[src/rtl/seq_pkg.sv]
package seq_pkg;
  localparam int WORD_W = 16;
  localparam int RIDX_W = 3;
  localparam int OPC_W  = 4;
  localparam int OFF_W  = 9;

  localparam logic [OPC_W-1:0] OPC_BRANCH = 4'b0000;
  localparam logic [OPC_W-1:0] OPC_LOAD   = 4'b0010;
  localparam logic [OPC_W-1:0] OPC_ADD    = 4'b0001;
  localparam logic [OPC_W-1:0] OPC_AND    = 4'b0101;
  localparam logic [OPC_W-1:0] OPC_NOT    = 4'b1001;

  typedef enum logic [2:0] {
    PH_FADDR, PH_FMEM, PH_FIR, PH_DECODE,
    PH_EVADDR, PH_OPND, PH_EXEC, PH_STORE
  } phase_t;

  typedef enum logic [1:0] {
    CLS_NONE, CLS_LOAD, CLS_BRANCH, CLS_OPER
  } iclass_t;

  function automatic iclass_t classify(input logic [OPC_W-1:0] opc);
    case (opc)
      OPC_LOAD:                   return CLS_LOAD;
      OPC_BRANCH:                 return CLS_BRANCH;
      OPC_ADD, OPC_AND, OPC_NOT:  return CLS_OPER;
      default:                    return CLS_NONE;
    endcase
  endfunction

  function automatic logic [WORD_W-1:0] pc_rel(input logic [WORD_W-1:0] pc,
                                               input logic [OFF_W-1:0] off);
    return pc + {{(WORD_W-OFF_W){off[OFF_W-1]}}, off};
  endfunction

  function automatic logic [2:0] flags_of(input logic [WORD_W-1:0] w);
    logic neg, zer;
    neg = w[WORD_W-1];
    zer = (w == '0);
    return {neg, zer, ~neg & ~zer};
  endfunction
endpackage

[src/rtl/seq_decoder.sv]
module seq_decoder
  import seq_pkg::*;
(
  input  logic [OPC_W-1:0]  opc,
  input  logic [2:0]        fld,
  input  logic [2:0]        cc,
  output iclass_t           cls,
  output logic [RIDX_W-1:0] dst,
  output logic              hit
);
  logic [2:0] sel;

  assign cls = classify(opc);
  assign dst = fld;

  for (genvar g = 0; g < 3; g++) begin : g_mask
    assign sel[g] = fld[g] & cc[g];
  end

  assign hit = |sel;
endmodule

[src/rtl/seq_phase_fsm.sv]
module seq_phase_fsm
  import seq_pkg::*;
(
  input  logic    clk,
  input  logic    rst_n,
  input  iclass_t cls,
  input  logic    mem_ready,
  output logic    fetch_issue,
  output logic    mem_req,
  output logic    mdr_load,
  output logic    ir_load,
  output logic    ea_load,
  output logic    exec_strobe,
  output logic    store_strobe
);
  phase_t ph_q, ph_d;

  always_comb begin
    ph_d = ph_q;
    case (ph_q)
      PH_FADDR:  ph_d = PH_FMEM;
      PH_FMEM:   if (mem_ready) ph_d = PH_FIR;
      PH_FIR:    ph_d = PH_DECODE;
      PH_DECODE: begin
        case (cls)
          CLS_LOAD:   ph_d = PH_EVADDR;
          CLS_BRANCH: ph_d = PH_EXEC;
          CLS_OPER:   ph_d = PH_EXEC;
          default:    ph_d = PH_FADDR;
        endcase
      end
      PH_EVADDR: ph_d = PH_OPND;
      PH_OPND:   if (mem_ready) ph_d = PH_STORE;
      PH_EXEC:   ph_d = (cls == CLS_OPER) ? PH_STORE : PH_FADDR;
      PH_STORE:  ph_d = PH_FADDR;
      default:   ph_d = PH_FADDR;
    endcase
  end

  always_ff @(posedge clk) begin
    if (!rst_n) ph_q <= PH_FADDR;
    else        ph_q <= ph_d;
  end

  assign fetch_issue  = (ph_q == PH_FADDR);
  assign mem_req      = (ph_q == PH_FMEM) || (ph_q == PH_OPND);
  assign mdr_load     = mem_req && mem_ready;
  assign ir_load      = (ph_q == PH_FIR);
  assign ea_load      = (ph_q == PH_EVADDR);
  assign exec_strobe  = (ph_q == PH_EXEC);
  assign store_strobe = (ph_q == PH_STORE);
endmodule

[src/rtl/seq_arch_regs.sv]
module seq_arch_regs
  import seq_pkg::*;
#(
  parameter logic [WORD_W-1:0] RESET_PC = '0
) (
  input  logic              clk,
  input  logic              rst_n,
  input  iclass_t           cls,
  input  logic              fetch_issue,
  input  logic              mdr_load,
  input  logic              ir_load,
  input  logic              ea_load,
  input  logic              exec_strobe,
  input  logic              store_strobe,
  input  logic              br_taken,
  input  logic [WORD_W-1:0] mem_rdata,
  input  logic [WORD_W-1:0] alu_result,
  input  logic [WORD_W-1:0] wdata,
  output logic [WORD_W-1:0] pc_q,
  output logic [WORD_W-1:0] mar_q,
  output logic [WORD_W-1:0] mdr_q,
  output logic [WORD_W-1:0] ir_q,
  output logic [WORD_W-1:0] res_q,
  output logic [2:0]        cc_q
);
  logic [WORD_W-1:0] target;
  assign target = pc_rel(pc_q, ir_q[OFF_W-1:0]);

  always_ff @(posedge clk) begin
    if (!rst_n) begin
      pc_q  <= RESET_PC;
      mar_q <= '0;
      mdr_q <= '0;
      ir_q  <= '0;
      res_q <= '0;
      cc_q  <= 3'b010;
    end else begin
      if (fetch_issue) begin
        mar_q <= pc_q;
        pc_q  <= pc_q + 1'b1;
      end
      if (exec_strobe && cls == CLS_BRANCH && br_taken) pc_q <= target;
      if (ea_load)  mar_q <= target;
      if (mdr_load) mdr_q <= mem_rdata;
      if (ir_load)  ir_q  <= mdr_q;
      if (exec_strobe && cls == CLS_OPER) res_q <= alu_result;
      if (store_strobe) cc_q <= flags_of(wdata);
    end
  end
endmodule

[src/rtl/instr_sequencer.sv]
module instr_sequencer
  import seq_pkg::*;
#(
  parameter logic [WORD_W-1:0] RESET_PC = '0
) (
  input  logic              clk,
  input  logic              rst_n,
  output logic              mem_req,
  output logic [WORD_W-1:0] mem_addr,
  input  logic [WORD_W-1:0] mem_rdata,
  input  logic              mem_ready,
  output logic [WORD_W-1:0] ir_out,
  output logic              exec_en,
  input  logic [WORD_W-1:0] alu_result,
  output logic              rf_we,
  output logic [RIDX_W-1:0] rf_waddr,
  output logic [WORD_W-1:0] rf_wdata,
  output logic [WORD_W-1:0] pc_out,
  output logic [2:0]        cc_out
);
  iclass_t           cls;
  logic              fetch_issue, mdr_load, ir_load, ea_load;
  logic              exec_strobe, store_strobe, br_taken, br_eval;
  logic [2:0]        br_mask;
  logic [WORD_W-1:0] pc_q, mar_q, mdr_q, ir_q, res_q, wdata;
  logic [2:0]        cc_q;
  logic [RIDX_W-1:0] dst;

  seq_decoder u_dec (
    .opc (ir_q[WORD_W-1 -: OPC_W]),
    .fld (ir_q[11:9]),
    .cc  (cc_q),
    .cls (cls),
    .dst (dst),
    .hit (br_taken)
  );

  seq_phase_fsm u_fsm (
    .clk          (clk),
    .rst_n        (rst_n),
    .cls          (cls),
    .mem_ready    (mem_ready),
    .fetch_issue  (fetch_issue),
    .mem_req      (mem_req),
    .mdr_load     (mdr_load),
    .ir_load      (ir_load),
    .ea_load      (ea_load),
    .exec_strobe  (exec_strobe),
    .store_strobe (store_strobe)
  );

  assign wdata = (cls == CLS_LOAD) ? mdr_q : res_q;

  seq_arch_regs #(.RESET_PC(RESET_PC)) u_regs (
    .clk          (clk),
    .rst_n        (rst_n),
    .cls          (cls),
    .fetch_issue  (fetch_issue),
    .mdr_load     (mdr_load),
    .ir_load      (ir_load),
    .ea_load      (ea_load),
    .exec_strobe  (exec_strobe),
    .store_strobe (store_strobe),
    .br_taken     (br_taken),
    .mem_rdata    (mem_rdata),
    .alu_result   (alu_result),
    .wdata        (wdata),
    .pc_q         (pc_q),
    .mar_q        (mar_q),
    .mdr_q        (mdr_q),
    .ir_q         (ir_q),
    .res_q        (res_q),
    .cc_q         (cc_q)
  );

  assign br_eval  = exec_strobe && (cls == CLS_BRANCH);
  assign br_mask  = ir_q[11:9];

  assign mem_addr = mar_q;
  assign ir_out   = ir_q;
  assign exec_en  = exec_strobe && (cls == CLS_OPER);
  assign rf_we    = store_strobe;
  assign rf_waddr = dst;
  assign rf_wdata = wdata;
  assign pc_out   = pc_q;
  assign cc_out   = cc_q;
endmodule

[config.mk]
export PLATFORM = sky130hd
export DESIGN_NAME = instr_sequencer
export DESIGN_NICKNAME = d
export VERILOG_FILES = /design/src/rtl/seq_pkg.sv /design/src/rtl/seq_decoder.sv /design/src/rtl/seq_phase_fsm.sv /design/src/rtl/seq_arch_regs.sv /design/src/rtl/instr_sequencer.sv
export SDC_FILE = /design/constraint.sdc
export NUM_CORES = 1
export LEC_CHECK = 0
export BUFFER_PORTS_ARGS = -buffer_cell sky130_fd_sc_hd__buf_2
export CAP_MARGIN = 30
export CORE_UTILIZATION = 50
export CTS_BUF_LIST = sky130_fd_sc_hd__clkbuf_4
export CTS_CLUSTER_DIAMETER = 200
export DETAILED_ROUTE_END_ITERATION = 8
export PLACE_DENSITY = 0.75
export SKIP_LAST_GASP = 1
export SLEW_MARGIN = 20
export SYNTH_ARGS = -nofsm -noshare
export SYNTH_HDL_FRONTEND = slang
export SYNTH_SLANG_ARGS = --single-unit
[constraint.sdc]
create_clock -name clk -period 3 [get_ports clk]
set_clock_uncertainty 0.2 [all_clocks]
set_input_delay 0.3 -clock clk [delete_from_list [all_inputs] [get_ports clk]]
set_output_delay 0.3 -clock clk [all_outputs]
set_load 0.02 [all_outputs]
==> results of run 1 <==
## where the power goes
group / total (mW) / switching (mW) / leakage (nW) / internal [mW]
Clock: 0.784 / 0.431 / 0.0836 / 0.353
Sequential: 1.25 / 0.0556 / 0.698 / 1.20
Combinational: 0.437 / 0.256 / 1.75 / 0.181
Total: 2.47 / 0.742 / 2.53 / 1.73
## kinds of logic after synthesis
group | share of synthesized area [%]
xor+xnor | 3.15
flops | 36.5
fa+ha+maj | 4.66
mux | 5.54
buf+inv | 4.00
simple gates | 22.6
compound gates | 23.6
## per-stage QoR
step / instances / setup WS [ns] / hold WS (ns) / utilization, % / cell area (um2)
after floorplan: 572 / 0.378 / 0.245 / - / 4720
after detailed placement: 763 / 0.368 / 0.269 / 57.6 / 5300
after global placement: 763 / 0.437 / 0.251 / 57.6 / 5300
final: 811 / 0.213 / 0.0485 / 62.9 / 5790
after global routing: 811 / 0.0522 / 0.0665 / 62.9 / 5790
after CTS: 811 / 0.189 / 0.0476 / 62.9 / 5790
## cells in the final DEF, fill, tap and decap left out, types with 8 or more instances in the layout
cell type,Yosys,routed
sky130_fd_sc_hd__ha_1,16,16
sky130_fd_sc_hd__nor3_1,8,8
sky130_fd_sc_hd__o21ai_0,28,28
sky130_fd_sc_hd__o211a_1,13,13
sky130_fd_sc_hd__dfxtp_1,86,86
sky130_fd_sc_hd__buf_4,3,8
sky130_fd_sc_hd__clkbuf_4,0,10
sky130_fd_sc_hd__nand2_1,134,134
sky130_fd_sc_hd__mux2_2,17,17
sky130_fd_sc_hd__a21boi_0,51,51
sky130_fd_sc_hd__nand3_1,12,12
sky130_fd_sc_hd__a21oi_1,29,29
sky130_fd_sc_hd__dlygate4sd3_1,0,32
sky130_fd_sc_hd__nor2_1,23,23
sky130_fd_sc_hd__buf_2,6,107
sky130_fd_sc_hd__nor4_1,8,8
sky130_fd_sc_hd__xnor2_1,12,12
## registers in the layout (all words and copies together) (netlist names)
signal / flops
u_regs.mar_q: 16
u_regs.mdr_q: 16
u_regs.pc_q: 16
u_regs.ir_q: 16
u_fsm.ph_q: 3
u_regs.res_q: 16
u_regs.cc_q: 3
## path summary, 6_finish.rpt
kind / startpoint / endpoint / slack [ns] / cells past startpoint
hold reg to reg: u_regs.mar_q[1]$_SDFFE_PN0P_ / u_regs.mar_q[1]$_SDFFE_PN0P_ / 0.28 / 2
hold / removal: mem_ready / u_fsm.ph_q[0]$_SDFFE_PN0P_ / 0.05 / 3
setup / recovery: u_regs.ir_q[12]$_SDFFE_PN0P_ / rf_wdata[15] / 0.21 / 5
setup reg to reg: u_regs.pc_q[0]$_SDFFE_PN0P_ / u_regs.mar_q[14]$_SDFFE_PN0P_ / 0.29 / 10
## cell usage after synthesis (6+ instances only)
cell                       number  area [um2]
sky130_fd_sc_hd__a21oi_1       29         145
sky130_fd_sc_hd__nor3_1         8        40.0
sky130_fd_sc_hd__dfxtp_1       86        1720
sky130_fd_sc_hd__mux2_2        17         191
sky130_fd_sc_hd__xnor2_1       12         105
sky130_fd_sc_hd__clkbuf_1      24        90.1
sky130_fd_sc_hd__nand2_1      134         503
sky130_fd_sc_hd__nor4_1         8        50.1
sky130_fd_sc_hd__mux2i_1        7        70.1
sky130_fd_sc_hd__or3_1          7        43.8
sky130_fd_sc_hd__and3_1         6        37.5
sky130_fd_sc_hd__o21ai_0       28         140
sky130_fd_sc_hd__inv_1          6        22.5
sky130_fd_sc_hd__nor2_1        23        86.3
sky130_fd_sc_hd__nand4_1        6        37.5
sky130_fd_sc_hd__o211a_1       13         130
sky130_fd_sc_hd__a21boi_0      51         383
sky130_fd_sc_hd__ha_1          16         200
sky130_fd_sc_hd__buf_2          6        30.0
sky130_fd_sc_hd__nand3_1       12        60.1
## worst min-delay path: stages
cell and delay (ns):
sky130_fd_sc_hd__buf_2 0.12, sky130_fd_sc_hd__a21oi_1 0.14, sky130_fd_sc_hd__o31a_1 0.12
## area by class of cell
cell class / count / area (um2) / share of cell area, %
clock inverter: 6 / 92.6 / 1.60
multi-input combinational: 443 / 2810 / 48.6
timing repair buffer: 147 / 916 / 15.8
clock buffer: 10 / 75.1 / 1.30
inverter: 8 / 30.0 / 0.519
tap: 111 / 139 / 2.40
sequential: 86 / 1720 / 29.8
## layer usage
metal / vias to the layer above / track usage (%)
li1: 2271 / -
met1: 2111 / 33.6
met2: 162 / 44.9
met3: 24 / 4.43
met4: 0 / 10.7
met5: - / 0
==> flow_metrics.env, run 1 <==
export IMPL_met2RoutedLength_um=6010
export IMPL_std_cell_rows=35
export IMPL_dpl_hpwl_um=8690
export IMPL_num_nets_final=747
export IMPL_final_hold_viol_count=0
export IMPL_design_power_total_mw=2.47
export IMPL_setup_violations=0
export IMPL_peakVddDrop_mv=0.233
export IMPL_ctsHtreeMaxLevel=3
export IMPL_slew_limit_headroom_pct=60.0
export IMPL_tritoncts_num_buffers=9
export IMPL_clock_tree_buffer_depth=2
export IMPL_post_route_period_util_pct=92.9
export IMPL_cts_hold_repair_buffers=32
export IMPL_drtPass1Iterations=5
export IMPL_power_leakage_nw=2.53
export IMPL_groute_usage_overall_pct=26.5
export IMPL_ant_nets=0
export IMPL_most_used_flip_flop_cell_after_synthesis="sky130_fd_sc_hd__dfxtp_1"
export IMPL_max_slew_worst_pin_slew_ns=0.600
export IMPL_antenna_cells_inserted=0
export IMPL_critical_path_endpoint_type="primary output"
export IMPL_grt_setup_unrepaired="false"
export IMPL_slowest_delay_ns=0.42
export IMPL_detail_route_wirelength_met1_um=5390
export IMPL_timing_setup_tns_ns=0
export IMPL_maxClockFrequency_mhz=359
export IMPL_netlist_instances=572
export IMPL_routed_via_count=4568
export IMPL_yosysSeqAreaShare_pct=36.5
export IMPL_maxSlewViolCount=0
export IMPL_timing_critical_path_fanout_max=17
export IMPL_yosys_warnings=0
export IMPL_timing_critical_path_required_ns=2.50
export IMPL_dr_first_iter_drc_count=211
export IMPL_finalWeightedCongestion=0.892
export IMPL_run_status="complete, no violations"
export IMPL_synth_edff_count=0
export IMPL_synth_seq_cells=86
export IMPL_clkSinkCount=86
export IMPL_floorplan_die_area_um2=9840
export IMPL_fillerInstances=822
export IMPL_drt_drc_violations_left=0
export IMPL_layout_cells_sized_above_1_pct=22.9
export IMPL_critical_path_slowest_cell="sky130_fd_sc_hd__nor3_1"
export IMPL_async_flop_share_pct=0
export IMPL_drv_max_cap_violation_count=0
export IMPL_die_width_um=99.2
export IMPL_finalCriticalPeriod_ns=2.79
export IMPL_critical_path_startpoint_type="flop"
export IMPL_grt_remaining_overflow=0
export IMPL_power_per_cell_area_nw_per_um2=428
export IMPL_post_cts_resized_instances=0
export IMPL_num_io_pins=108
export IMPL_arrival_ns=2.29
export IMPL_drt_vias_per_instance=5.63
export IMPL_post_synthesis_instance_area_um2=4720
export IMPL_timing_hold_worst_class="in -> reg"
export IMPL_initial_utilization_pct=51.3
export IMPL_grt_start_max_net_pins=60
export IMPL_area_delta_synth_final_pct=22.5
export IMPL_syn_nets=624
export IMPL_crit_path_cell_trace="nor3_1 > and2_1 > buf_4 > mux2_2 > buf_2"
export IMPL_cts_root_buffer_cell="sky130_fd_sc_hd__clkbuf_4"
export IMPL_clk_pin_slew_worst_setup_hold_paths_ns=0.14
export IMPL_antenna_found_initial=0
export IMPL_dr_wl_met3_um=791
export IMPL_placeableCoreArea_um2=9200
export IMPL_place_port_buffers=107
export IMPL_syn_area_per_cell_um2=8.26
export IMPL_detail_route_wl_per_cell_um=15.3
export IMPL_route_top_layer_used="met4"
export IMPL_criticalPathCategory="reg -> out"
export IMPL_worstSkewPairLatency_ns=0.45
export IMPL_die_y_um=99.2
export IMPL_synth_cell_type_count=58
export IMPL_cp_top_family="simple AND/OR/NAND/NOR gates"
export IMPL_first_global_vias=4308
export IMPL_cts_tree="yes"
export IMPL_grt_pass1_wl_um=20800
export IMPL_cp_buffers_inverters=2
export IMPL_drt_wl_total_um=12400
export IMPL_post_cts_setup_buffer_count=0
No activity file was read; power rests on OpenSTA's default activity.
==> run 2, diff against run 1 <==
--- a/config.mk
+++ b/config.mk
@@ -7,11 +7,11 @@
 export LEC_CHECK = 0
 export BUFFER_PORTS_ARGS = -buffer_cell sky130_fd_sc_hd__buf_2
 export CAP_MARGIN = 30
-export CORE_UTILIZATION = 50
+export CORE_UTILIZATION = 55
 export CTS_BUF_LIST = sky130_fd_sc_hd__clkbuf_4
 export CTS_CLUSTER_DIAMETER = 200
 export DETAILED_ROUTE_END_ITERATION = 8
-export PLACE_DENSITY = 0.75
+export PLACE_DENSITY = 0.81
 export SKIP_LAST_GASP = 1
 export SLEW_MARGIN = 20
 export SYNTH_ARGS = -nofsm -noshare
==> constraint.sdc (replaced) <==
create_clock -name clk -period 3 [get_ports clk]
set_clock_uncertainty 0.2 [all_clocks]
set_input_delay 0.9 -clock clk [delete_from_list [all_inputs] [get_ports clk]]
set_output_delay 0.9 -clock clk [all_outputs]
set_load 0.05 [all_outputs]
==> flow_metrics.env, run 2 (synthesis gave the netlist of run 1 again) <==
export IMPL_grt_remaining_overflow=0
export IMPL_critical_path_reg2reg_startpoint="u_regs.pc_q[0]$_SDFFE_PN0P_"
export IMPL_timing_hold_worst_class="reg -> reg"
export IMPL_num_io_pins=108
export IMPL_initial_utilization_pct=57.2
export IMPL_post_route_period_util_pct=101
export IMPL_finalWeightedCongestion=0.849
export IMPL_power_leakage_nw=2.51
export IMPL_cts_hold_repair_buffers=0
export IMPL_timing_critical_path_required_ns=1.90
export IMPL_grt_setup_unrepaired="true"
export IMPL_antenna_found_initial=0
export IMPL_placeableCoreArea_um2=8260
export IMPL_tritoncts_num_buffers=9
export IMPL_final_hold_worst_slack_ns=0.295
export IMPL_first_global_vias=4329
export IMPL_layout_cells_most_common_list="sky130_fd_sc_hd__nand2_1, sky130_fd_sc_hd__buf_2, sky130_fd_sc_hd__dfxtp_1, sky130_fd_sc_hd__a21boi_0, sky130_fd_sc_hd__a21oi_1"
export IMPL_arrival_ns=1.92
export IMPL_layout_cells_sized_above_1_pct=25.7
export IMPL_design_power_total_mw=2.60
export IMPL_place_port_buffers=107
export IMPL_reg2reg_slack_ns=0.26
export IMPL_critical_path_endpoint_type="primary output"
export IMPL_peakVddDrop_mv=0.225
export IMPL_failed_checks="negative setup slack"
export IMPL_timing_critical_path_from="u_regs.ir_q[15]$_SDFFE_PN0P_"
export IMPL_timing_critical_path_fanout_max=4
export IMPL_place_inst=758
export IMPL_drtPass1Iterations=5
export IMPL_critical_path_endpoint="rf_wdata[15]"
export IMPL_run_status="finished with violations"
export IMPL_grt_start_max_net_pins=60
export IMPL_die_width_um=94.7
export IMPL_clk_pin_slew_worst_setup_hold_paths_ns=0.14
export IMPL_routed_via_count=4575
export IMPL_criticalPathCategory="reg -> out"
export IMPL_finalCriticalPeriod_ns=3.02
export IMPL_timing_setup_tns_ns=-0.0352
export IMPL_die_y_um=94.7
export IMPL_cts_root_buffer_cell="sky130_fd_sc_hd__clkbuf_4"
export IMPL_detail_route_wl_per_cell_um=16.6
export IMPL_floorplan_die_area_um2=8960
export IMPL_num_nets_final=725
export IMPL_ant_nets=0
export IMPL_slew_limit_headroom_pct=60.9
export IMPL_postLayoutSetupSlackWorst_ns=-0.0239
export IMPL_dpl_hpwl_um=8850
export IMPL_power_per_cell_area_nw_per_um2=450
export IMPL_drt_vias_per_instance=5.85
export IMPL_groute_usage_overall_pct=29.0
export IMPL_std_cell_rows=33
export IMPL_drt_wl_total_um=13000
export IMPL_fillerInstances=666
export IMPL_antenna_cells_inserted=0
export IMPL_grt_pass1_wl_um=20500
export IMPL_layout_cells_most_common="sky130_fd_sc_hd__nand2_1"
export IMPL_ctsHtreeMaxLevel=3
export IMPL_ff2ff_path_depth=10
export IMPL_final_core_util_pct=70.0
export IMPL_cts_tree="yes"
export IMPL_final_instance_count_excl_fill=782
export IMPL_reg2reg_to="u_regs.mar_q[14]$_SDFFE_PN0P_"
export IMPL_dr_first_iter_drc_count=166
export IMPL_drv_max_cap_violation_count=0
export IMPL_area_delta_synth_final_pct=22.4
export IMPL_max_slew_worst_pin_slew_ns=0.587
export IMPL_worstSkewPairLatency_ns=0.43
export IMPL_clock_tree_buffer_depth=2
export IMPL_maxClockFrequency_mhz=331
export IMPL_clkSinkCount=86
export IMPL_setup_violations=4
export IMPL_drt_drc_violations_left=0
export IMPL_final_hold_viol_count=0
export IMPL_maxSlewViolCount=0
export IMPL_critical_path_startpoint_type="flop"
[run 2: cell count changes in the layout (fill, tap and decap cells not counted), moves of 4 or more]
cell                            delta
sky130_fd_sc_hd__buf_2            -16
sky130_fd_sc_hd__mux2_4            +8
sky130_fd_sc_hd__buf_6             +7
sky130_fd_sc_hd__buf_4             +7
sky130_fd_sc_hd__buf_8             +9
sky130_fd_sc_hd__mux2_2            -8
sky130_fd_sc_hd__dfxtp_1           -4
sky130_fd_sc_hd__dlygate4sd3_1    -32
[run 2: worst min-delay path by stage]
stage / depth (start not counted) / end / start / slack (ns)
detailed placement: 2 / u_regs.res_q[14]$_SDFFE_PN0P_ / u_regs.res_q[14]$_SDFFE_PN0P_ / 0.28
global route: 2 / u_regs.res_q[10]$_SDFFE_PN0P_ / u_regs.res_q[10]$_SDFFE_PN0P_ / 0.32
CTS: 2 / u_regs.res_q[6]$_SDFFE_PN0P_ / u_regs.res_q[6]$_SDFFE_PN0P_ / 0.30
finish: 2 / u_regs.res_q[3]$_SDFFE_PN0P_ / u_regs.res_q[3]$_SDFFE_PN0P_ / 0.30
global placement: 2 / u_regs.mar_q[1]$_SDFFE_PN0P_ / u_regs.mar_q[1]$_SDFFE_PN0P_ / 0.25
floorplan: 2 / u_regs.res_q[13]$_SDFFE_PN0P_ / u_regs.res_q[13]$_SDFFE_PN0P_ / 0.25
[run 2: power by group]
| group | internal, mW | leakage, nW | switching [mW] |
|---|---|---|---|
| sequential | 1.20 | 0.701 | 0.0584 |
| clock | 0.418 | 0.0936 | 0.416 |
| combinational | 0.160 | 1.72 | 0.352 |
[run 2: layer usage]
layer / vias to the layer above / global-route usage, % / wire (um)
li1: 2215 / - / -
met1: 2171 / 34.5 / 5460
met2: 163 / 51.5 / 6440
met3: 26 / 5.23 / 749
met4: 0 / 10.6 / 299
met5: - / 0 / 0
[run 2: repair_timing]
item | CTS | global route
gates resized for setup | 36 | 30
endpoints found under the hold margin | 0 | 0
endpoints found under the setup margin | 16 | 11
gates cloned | 1 | 1
setup buffers | 3 | 4
pin swaps | 1 | 1
[run 2: worst max-delay path, cell delays in order, from the launching register on]
cell and delay, ns:
sky130_fd_sc_hd__dfxtp_4 0.39, sky130_fd_sc_hd__nor3_4 0.20, sky130_fd_sc_hd__and2_4 0.23, sky130_fd_sc_hd__clkbuf_16 0.16
sky130_fd_sc_hd__mux2_2 0.35, sky130_fd_sc_hd__buf_6 0.16
[run 2: layout make-up]
type | instances | area, um2 | area share [%]
multi-input cells | 443 | 2860 | 49.4
flip-flops and latches | 86 | 1730 | 30.0
repair buffers | 125 | 855 | 14.8
well taps | 105 | 131 | 2.27
clock inverters | 6 | 111 | 1.93
clock buffers | 9 | 67.6 | 1.17
inverters | 8 | 30.0 | 0.519
[run 2: per-stage QoR]
step | setup slack [ns] | cell area (um2)
final | -0.0239 | 5780
after global routing | -0.0495 | 5780
after CTS | 0.00514 | 5660
after detailed placement | 0.256 | 5320
after global placement | 0.327 | 5320
after floorplan | 0.0423 | 4730
